===== config.mk =====
export PLATFORM = sky130hd
export DESIGN_NAME = mu_alu
export DESIGN_NICKNAME = d
export VERILOG_FILES = /design/src/rtl/mu_alu_pkg.sv /design/src/rtl/mu_alu_rst_sync.sv /design/src/rtl/mu_alu_core.sv /design/src/rtl/mu_alu_flag_gen.sv /design/src/rtl/mu_alu_flag_reg.sv /design/src/rtl/mu_alu.sv
export SDC_FILE = /design/constraint.sdc
export NUM_CORES = 1
export LEC_CHECK = 0
export BUFFER_PORTS_ARGS = -buffer_cell sky130_fd_sc_hd__buf_2
export CAP_MARGIN = 0
export CORE_ASPECT_RATIO = 1.2
export CORE_MARGIN = 2
export CORE_UTILIZATION = 45
export DETAILED_ROUTE_END_ITERATION = 16
export PLACE_DENSITY = 0.86
export SLEW_MARGIN = 40
export SYNTH_ARGS = -nofsm -noshare
export SYNTH_HDL_FRONTEND = slang
export SYNTH_SLANG_ARGS = --single-unit

===== constraint.sdc =====
create_clock -name clk -period 2.7 [get_ports clk]
set_clock_uncertainty 0.1 [all_clocks]
set_input_delay 0.135 -clock clk [delete_from_list [all_inputs] [get_ports clk]]
set_output_delay 0.135 -clock clk [all_outputs]
set_load 0.01 [all_outputs]

===== src/rtl/mu_alu_pkg.sv =====
package mu_alu_pkg;

  localparam int unsigned DW = 16;
  localparam int unsigned FW = 2;

  typedef enum logic [FW-1:0] {
    FN_ADD  = 2'b00,
    FN_AND  = 2'b01,
    FN_PASS = 2'b10,
    FN_INV  = 2'b11
  } alu_fn_e;

  typedef struct packed {
    logic neg;
    logic zero;
  } alu_flags_t;

endpackage


===== src/rtl/mu_alu_rst_sync.sv =====
module mu_alu_rst_sync #(
  parameter int unsigned STAGES = 2
) (
  input  logic clk,
  input  logic rst_n,
  output logic rst_sync_n
);

  logic [STAGES-1:0] chain_q;
  logic [STAGES-1:0] chain_d;

  always_comb begin
    chain_d = {chain_q[STAGES-2:0], 1'b1};
  end

  always_ff @(posedge clk or negedge rst_n) begin
    if (!rst_n) chain_q <= '0;
    else        chain_q <= chain_d;
  end

  assign rst_sync_n = chain_q[STAGES-1];

endmodule


===== src/rtl/mu_alu_core.sv =====
module mu_alu_core
  import mu_alu_pkg::*;
#(
  parameter int unsigned W = DW
) (
  input  logic [W-1:0]  op_a,
  input  logic [W-1:0]  op_b,
  input  alu_fn_e       fn,
  output logic [W-1:0]  res
);

  logic [W-1:0] sum_w;
  logic [W-1:0] and_w;
  logic [W-1:0] inv_w;

  // Adder: truncating to W bits makes it modular with no carry out.
  assign sum_w = op_a + op_b;

  // Per-bit logic slices.
  for (genvar i = 0; i < W; i++) begin : g_bit
    assign and_w[i] = op_a[i] & op_b[i];
    assign inv_w[i] = ~op_a[i];
  end

  always_comb begin
    unique case (fn)
      FN_ADD:  res = sum_w;
      FN_AND:  res = and_w;
      FN_PASS: res = op_a;
      FN_INV:  res = inv_w;
      default: res = op_a;
    endcase
  end

endmodule


===== src/rtl/mu_alu_flag_gen.sv =====
module mu_alu_flag_gen
  import mu_alu_pkg::*;
#(
  parameter int unsigned W = DW
) (
  input  logic [W-1:0] res,
  output alu_flags_t   flags
);

  assign flags.neg  = res[W-1];
  assign flags.zero = ~|res;

endmodule


===== src/rtl/mu_alu_flag_reg.sv =====
module mu_alu_flag_reg
  import mu_alu_pkg::*;
(
  input  logic       clk,
  input  logic       rst_n,
  input  logic       en,
  input  alu_flags_t d,
  output alu_flags_t q
);

  alu_flags_t q_r;
  alu_flags_t q_nxt;

  always_comb begin
    q_nxt = q_r;
    if (en) q_nxt = d;
  end

  always_ff @(posedge clk or negedge rst_n) begin
    if (!rst_n) q_r <= '0;
    else        q_r <= q_nxt;
  end

  assign q = q_r;

  // an enabled edge loads the incoming flags
  a_r7_load: assert property (@(posedge clk) disable iff (!rst_n)
    en |=> (q == $past(d)));

  // a disabled edge leaves the stored flags alone
  a_r8_hold: assert property (@(posedge clk) disable iff (!rst_n)
    !en |=> $stable(q));

endmodule


===== src/rtl/mu_alu.sv =====
module mu_alu
  import mu_alu_pkg::*;
#(
  parameter int unsigned W          = DW,
  parameter int unsigned SYNC_DEPTH = 2
) (
  input  logic         clk,
  input  logic         rst_n,
  input  logic [W-1:0] bus_a,
  input  logic [W-1:0] bus_b,
  input  logic [FW-1:0] fn_sel,
  input  logic         flag_en,
  output logic [W-1:0] result,
  output logic         neg,
  output logic         zero,
  output logic         neg_q,
  output logic         zero_q
);

  logic       rst_sync_n;
  alu_fn_e    fn;
  alu_flags_t flags_now;
  alu_flags_t flags_held;

  assign fn = alu_fn_e'(fn_sel);

  mu_alu_rst_sync #(.STAGES(SYNC_DEPTH)) u_rsync (
    .clk        (clk),
    .rst_n      (rst_n),
    .rst_sync_n (rst_sync_n)
  );

  mu_alu_core #(.W(W)) u_core (
    .op_a (bus_a),
    .op_b (bus_b),
    .fn   (fn),
    .res  (result)
  );

  mu_alu_flag_gen #(.W(W)) u_fgen (
    .res   (result),
    .flags (flags_now)
  );

  mu_alu_flag_reg u_freg (
    .clk   (clk),
    .rst_n (rst_sync_n),
    .en    (flag_en),
    .d     (flags_now),
    .q     (flags_held)
  );

  assign neg    = flags_now.neg;
  assign zero   = flags_now.zero;
  assign neg_q  = flags_held.neg;
  assign zero_q = flags_held.zero;

  // an AND result never sets a bit that is clear in A
  a_r2_and_subset: assert property (@(posedge clk) disable iff (!rst_n)
    (fn_sel == 2'b01) |-> ((result & ~bus_a) == '0));

  // a nonzero A passed through cannot report zero
  a_r3_pass_nonzero: assert property (@(posedge clk) disable iff (!rst_n)
    (fn_sel == 2'b10 && bus_a != '0) |-> !zero);

  // the inverted result shares no set bit with A
  a_r4_inv_disjoint: assert property (@(posedge clk) disable iff (!rst_n)
    (fn_sel == 2'b11) |-> ((result & bus_a) == '0));

  // the sign flag tracks the top result bit
  a_r5_sign: assert property (@(posedge clk) disable iff (!rst_n)
    neg == result[W-1]);

  // the zero flag and a nonzero result never coincide
  a_r6_zero: assert property (@(posedge clk) disable iff (!rst_n)
    zero |-> (result == '0));

  // the held flags stay cleared while the reset is still being released
  a_r9_sync_hold: assert property (@(posedge clk) disable iff (!rst_n)
    !rst_sync_n |=> (!neg_q && !zero_q));

endmodule


After elaboration in Yosys (flattened, before gate mapping) --
Index checks and enable logic that the tools add are counted.
Storage, ports and cells: register bits 4, bits of input ports 37, output and inout bits 20, logic and storage cells 43
Cells by class: $add $sub $neg 1, equal/unequal tests 3, multiplexer cells 1, bitwise logic cells 32, reduce and logical (&&, ||, !) cells 3
Operators by type and width (count):
- $pmux 16 s4 | 1
- $add 16x16->16 | 1
- $and 1x1->1 | 16
- $not 1->1 | 16
- $reduce_or 16->1 | 1
- $eq 2x2->1 const B | 2
- $eq 2x1->1 const B | 1
- $logic_not 2->1 | 1
- $logic_not 1->1 | 1

Longest topological paths before layout --
depth after elaboration 4, depth in mapped cells 11, mapped depth without buffers 11

Modules after synthesis --
A second synthesis with hierarchy kept.
Second synthesis, totals: cells, all modules 192, area, all modules 1428.9 µm²
By module, submodules not included:
- mu_alu_core | instances 1, cells an instance 179, area each 1261.2 µm²
- mu_alu_flag_reg | instances 1, cells an instance 4, area each 72.6 µm²
- mu_alu_rst_sync | instances 1, cells an instance 3, area each 53.8 µm²
- mu_alu_flag_gen | instances 1, cells an instance 6, area each 41.3 µm²

Worst setup path before layout --
No wires, ideal clock.
kind input to output, from input port bus_a[0], to output port zero, data arrival time 2647 ps, setup slack -182 ps, stages 11, path buffers 0, cell sequence ha_1 > inv_1 > fa_1 > nand2b_1 > a211oi_2 > o21ai_1 > a31o_1 > a31o_1 > or4_1 > nor4_2 > and3_1
Between the ends: cells in the longest elaborated chain, start to end 4, elaborated cells between the ends (all ways) 6, those cells by class add/sub: 1; mux: 1; bitwise: 2; reduce/logical: 2
Ends and longest elaborated chain:
- start, declared | line mu_alu.sv:9 | input logic [W-1:0] bus_a,
- $add 16x16->16 | line mu_alu_core.sv:17 | assign sum_w = op_a + op_b;
- $pmux 16 s4 | line mu_alu_core.sv:26 | unique case (fn)
- named net result[14] | line mu_alu.sv:13 | output logic [W-1:0] result,
- $reduce_or 16->1 | line mu_alu_flag_gen.sv:11 | assign flags.zero = ~|res;
- $logic_not 1->1 | line mu_alu_flag_gen.sv:11
- end, declared | line mu_alu.sv:15 | output logic zero,
The timed path passes the listed nets, and every way through them passes these cells.

Final worst setup path --
from input port bus_b[0], to output port zero
Between the ends: cells in the longest elaborated chain, start to end 4, elaborated cells between the ends (all ways) 5, those cells by class add/sub: 1; mux: 1; bitwise: 1; reduce/logical: 2
Ends and longest elaborated chain:
- start, declared | line mu_alu.sv:10 | input logic [W-1:0] bus_b,
- $add 16x16->16 / $and 1x1->1 (equally long branches) | line mu_alu_core.sv:17, mu_alu_core.sv:21
- $pmux 16 s4 (*) | line mu_alu_core.sv:26
- $reduce_or 16->1 (*) | line mu_alu_flag_gen.sv:11
- $logic_not 1->1 (*) | line mu_alu_flag_gen.sv:11
Every way passes the cells marked *; elsewhere a longest branch is shown, timed or not.

==> metrics.md <==
| Metric | Value |
|---|---|
| Status | `finished with violations` |
| Failing checks | `negative setup slack` |
| Number of DRC markers in iteration 0 | `180` |
| DIE HEIGHT | `66.6 µm` |
| Synth Area in XOR/XNOR | `0.137` |
| Initial antenna violation count | `0` |
| Io pins | `57` |
| Max-Cap Viols | `0` |
| DRC | `0` |
| Mux cell area share after synthesis | `0.0213` |
| Comb pwr share | `0.777` |
| First-pass GRT wire length | `9930 µm` |
| Grt total ovfl | `0` |
| PwrDens | `309 nW/µm²` |
| Internal | `0.000397 W` |
| Synth Area in Compound Gates | `0.290` |
| Worst Setup Start Kind | `input pin` |
| RSZ-0062 raised after global routing | `true` |
| Peak VDD IR | `0.000230 V` |
| Clock Latency Late Sink | `0.29 ns` |
| Adder-cell share of the synthesized area | `0.150` |
| DRT antenna net count | `0` |
| FMAX | `0.325 GHz` |
| Vias | `2295` |
| Post-Synth Simple-Gate Area | `0.264` |
| Row count | `22` |
| Slew Viols, Final | `0` |
| Synth-to-Final Area Change | `64.9%` |
| Post-synthesis net count | `257` |
| # diodes | `0` |
| Final Hold Vio Count | `0` |
| Share of cells above drive strength 1 | `0.467` |
| Syn Std Cell Area | `1470 µm²` |
| Area of the core | `3080 µm²` |
| H-tree depth | `1` |
| Post-layout nets | `377` |
| Seq cells post-synth | `4` |
| Ys flop type | `dfrtp_1` |
| Mapped Avg Cell Area | `7.25 µm²` |
| Net Sw Frac | `0.471` |
| Total Routing Usage GR | `0.340` |
| Total Wirelength | `7010 µm` |
| Synth Warn # | `0` |
| Post-synthesis instance total | `203` |
| CP endpoint kind | `output pin` |
| Type of the worst min-delay path | `in -> reg` |
| Total clock sinks | `4` |
| Setup WS post-layout | `-0.379 ns` |
| Final setup fails | `2` |
| Sequential power share | `0.089` |
| Clock root cell | `clkbuf_4` |
| Post-Place Cells | `349` |
| Fin crit share | `1.14` |
| Clock Power Share | `0.134` |
| Largest net degree at the start of global routing | `17` |
| WP data required | `2.47 ns` |
| Starting Density | `0.477` |
| Async S/R FF share, synth | `1.00` |
| CTS tree | `built` |
| Post-synth EDFFs | `0` |
| Worst-case clock buffer depth | `2` |
| Worst-path maximum fanout | `2` |
| Drt via density | `6.43` |
| Final Power | `0.000751 W` |
| Largest cells by area after synthesis | `ha_1 (14%), xnor2_1 (7.7%), a21oi_1 (6.8%)` |
| Die area | `3750 µm²` |
| Clock buffers created by TritonCTS | `3` |
| RD Place Congestion | `0.963` |
| HPWL after DPL | `4620 µm` |
| Switching power | `0.000353 W` |
| Drt first pass iters | `5` |
| Crit Path Category | `in -> out` |
| Leak | `1.21 nW` |
| Avg WL per Cell | `19.6 µm` |
| Min cycle time layout | `3.08 ns` |
| Vias in the first global route | `2215` |
| Main combinational cell family by area after synthesis | `compound AO/OA/AOI/OAI gates` |
| Unique masters post-synth | `54` |
| Seq/Total Area, Yosys | `0.0680` |
| Arrival @ worst endpoint | `2.84 ns` |
| Port Buffer Count | `56` |
| Die Wd | `56.2 µm` |
| Final cell count without fillers | `357` |
| Yosys top cell by area | `ha_1` |
| Final Hold Slack | `0.0609 ns` |
| Yosys top cell area share | `0.136` |
| Clock Pin Slew Worst Setup and Hold Paths | `0.04 ns` |
[path summary, 6_finish.rpt]
| kind | start | endpoint | slack, ns | cells after the start |
|---|---|---|---|---|
| setup / recovery | bus_b[0] | zero | -0.38 | 13 |
| hold / removal | flag_en | u_freg.q[1] | 0.06 | 2 |
| setup reg to reg | u_freg.q[0] | u_freg.q[0] | 1.72 | 2 |
| hold reg to reg | u_rsync.chain_q[0] | u_rsync.chain_q[1] | 0.29 | 0 |
| max in group asynchronous | u_rsync.chain_q[1] | u_freg.q[1] | 1.83 | 1 |
| min in group asynchronous | rst_n | u_rsync.chain_q[0] | 0.09 | 2 |
[per-stage QoR]
step / utilization / area, µm² / setup TNS [ns] / setup slack, ns
after detailed placement: 0.739 / 2280 / -0.963 / -0.472
after global placement: 0.739 / 2280 / -0.554 / -0.363
final: 0.787 / 2430 / -0.518 / -0.379
after CTS: 0.777 / 2400 / -0.302 / -0.302
after global routing: 0.787 / 2430 / -0.836 / -0.488
after floorplan: - / 1520 / -0.0476 / -0.0476
[synth_stat cells (3+ instances only)]
cell and instances:
a21oi_1 20, nand2_1 20, ha_1 16, xnor2_1 13
nor2_1 12, xor2_1 10, nand3_1 8, o21ai_0 8
inv_1 7, nor2b_1 6, nor3_1 5, o21ai_1 5
buf_2 4, dfrtp_1 4, nand2b_1 4, a21o_1 3
and2_1 3, and3_1 3, buf_6 3, o31ai_1 3
or4_1 3
[per-layer routing]
metal,up-vias,part of all wire,global-route usage
li1,987,-,-
met3,84,0.098,0.0951
met4,0,0.094,0.250
met1,1042,0.34,0.346
met2,182,0.47,0.594
met5,-,0,0
[flip-flops by register name, indices dropped and copies added (netlist names)]
signal,flops
u_freg.q,2
u_rsync.chain_q,2
[power groups by stage]
| stage | Clock (W) | Combinational [W] | Sequential, W |
|---|---|---|---|
| 6_report | 0.000101 | 0.000584 | 0.0000667 |
| 3_3_place_gp | 0 | 0.000489 | 0.0000670 |
| 5_1_grt | 0.000104 | 0.000619 | 0.0000669 |
| 4_1_cts | 0.0000843 | 0.000541 | 0.0000664 |
| 3_5_place_dp | 0 | 0.000513 | 0.0000676 |
| 2_1_floorplan | 0 | 0.000272 | 0.0000686 |
[placed cells by master (no fill, tap or decap), types with 3 or more instances in the layout]
master / Yosys / routed
ha_1: 16 / 15
xor2_1: 10 / 10
clkbuf_4: 0 / 3
nand2b_1: 4 / 3
a21oi_1: 20 / 18
o21ai_1: 5 / 3
nor2_1: 12 / 11
buf_2: 4 / 54
xnor2_1: 13 / 13
a21o_1: 3 / 3
o21ai_0: 8 / 8
inv_1: 7 / 6
buf_4: 2 / 65
nor2b_1: 6 / 5
dfrtp_1: 4 / 4
and3_1: 3 / 3
nand2_1: 20 / 20
nor3_1: 5 / 5
and2_1: 3 / 3
nand3_1: 8 / 7
[final cells by class]
type                       count  area, µm²
inverter                       7       26.3
tap                           36       45.0
multi-input combinational    182       1380
timing repair buffer         125        848
clock buffer                   3       22.5
fill                         211        657
sequential                     4        100
[cell families (layout without fill, tap and decap cells)]
family / after synthesis / in the layout
simple gates: 75 / 75
compound gates: 63 / 63
xor+xnor: 23 / 23
fa+ha+maj: 17 / 17
buf+inv: 17 / 135
flops: 4 / 4
mux: 3 / 3
other cells: 1 / 1
[worst max-delay path, stage by stage]
cell      delay (ns)
buf_8           0.08
ha_4            0.14
inv_2           0.04
fa_2            0.37
nand2b_4        0.18
a211oi_4        0.34
o21ai_2         0.13
a31o_1          0.22
a31o_1          0.24
or4_4           0.43
nor4_4          0.24
and3_1          0.18
buf_2           0.12
[timing repair]
item                                    in CTS  in global routing
pin swaps                                   13                  1
setup buffers                                3                  0
resized for setup                           13                  6
endpoints found under the setup margin       3                  3
endpoints found under the hold margin        4                  0
hold buffers                                 2                  0
No activity file was read; power rests on OpenSTA's default activity.
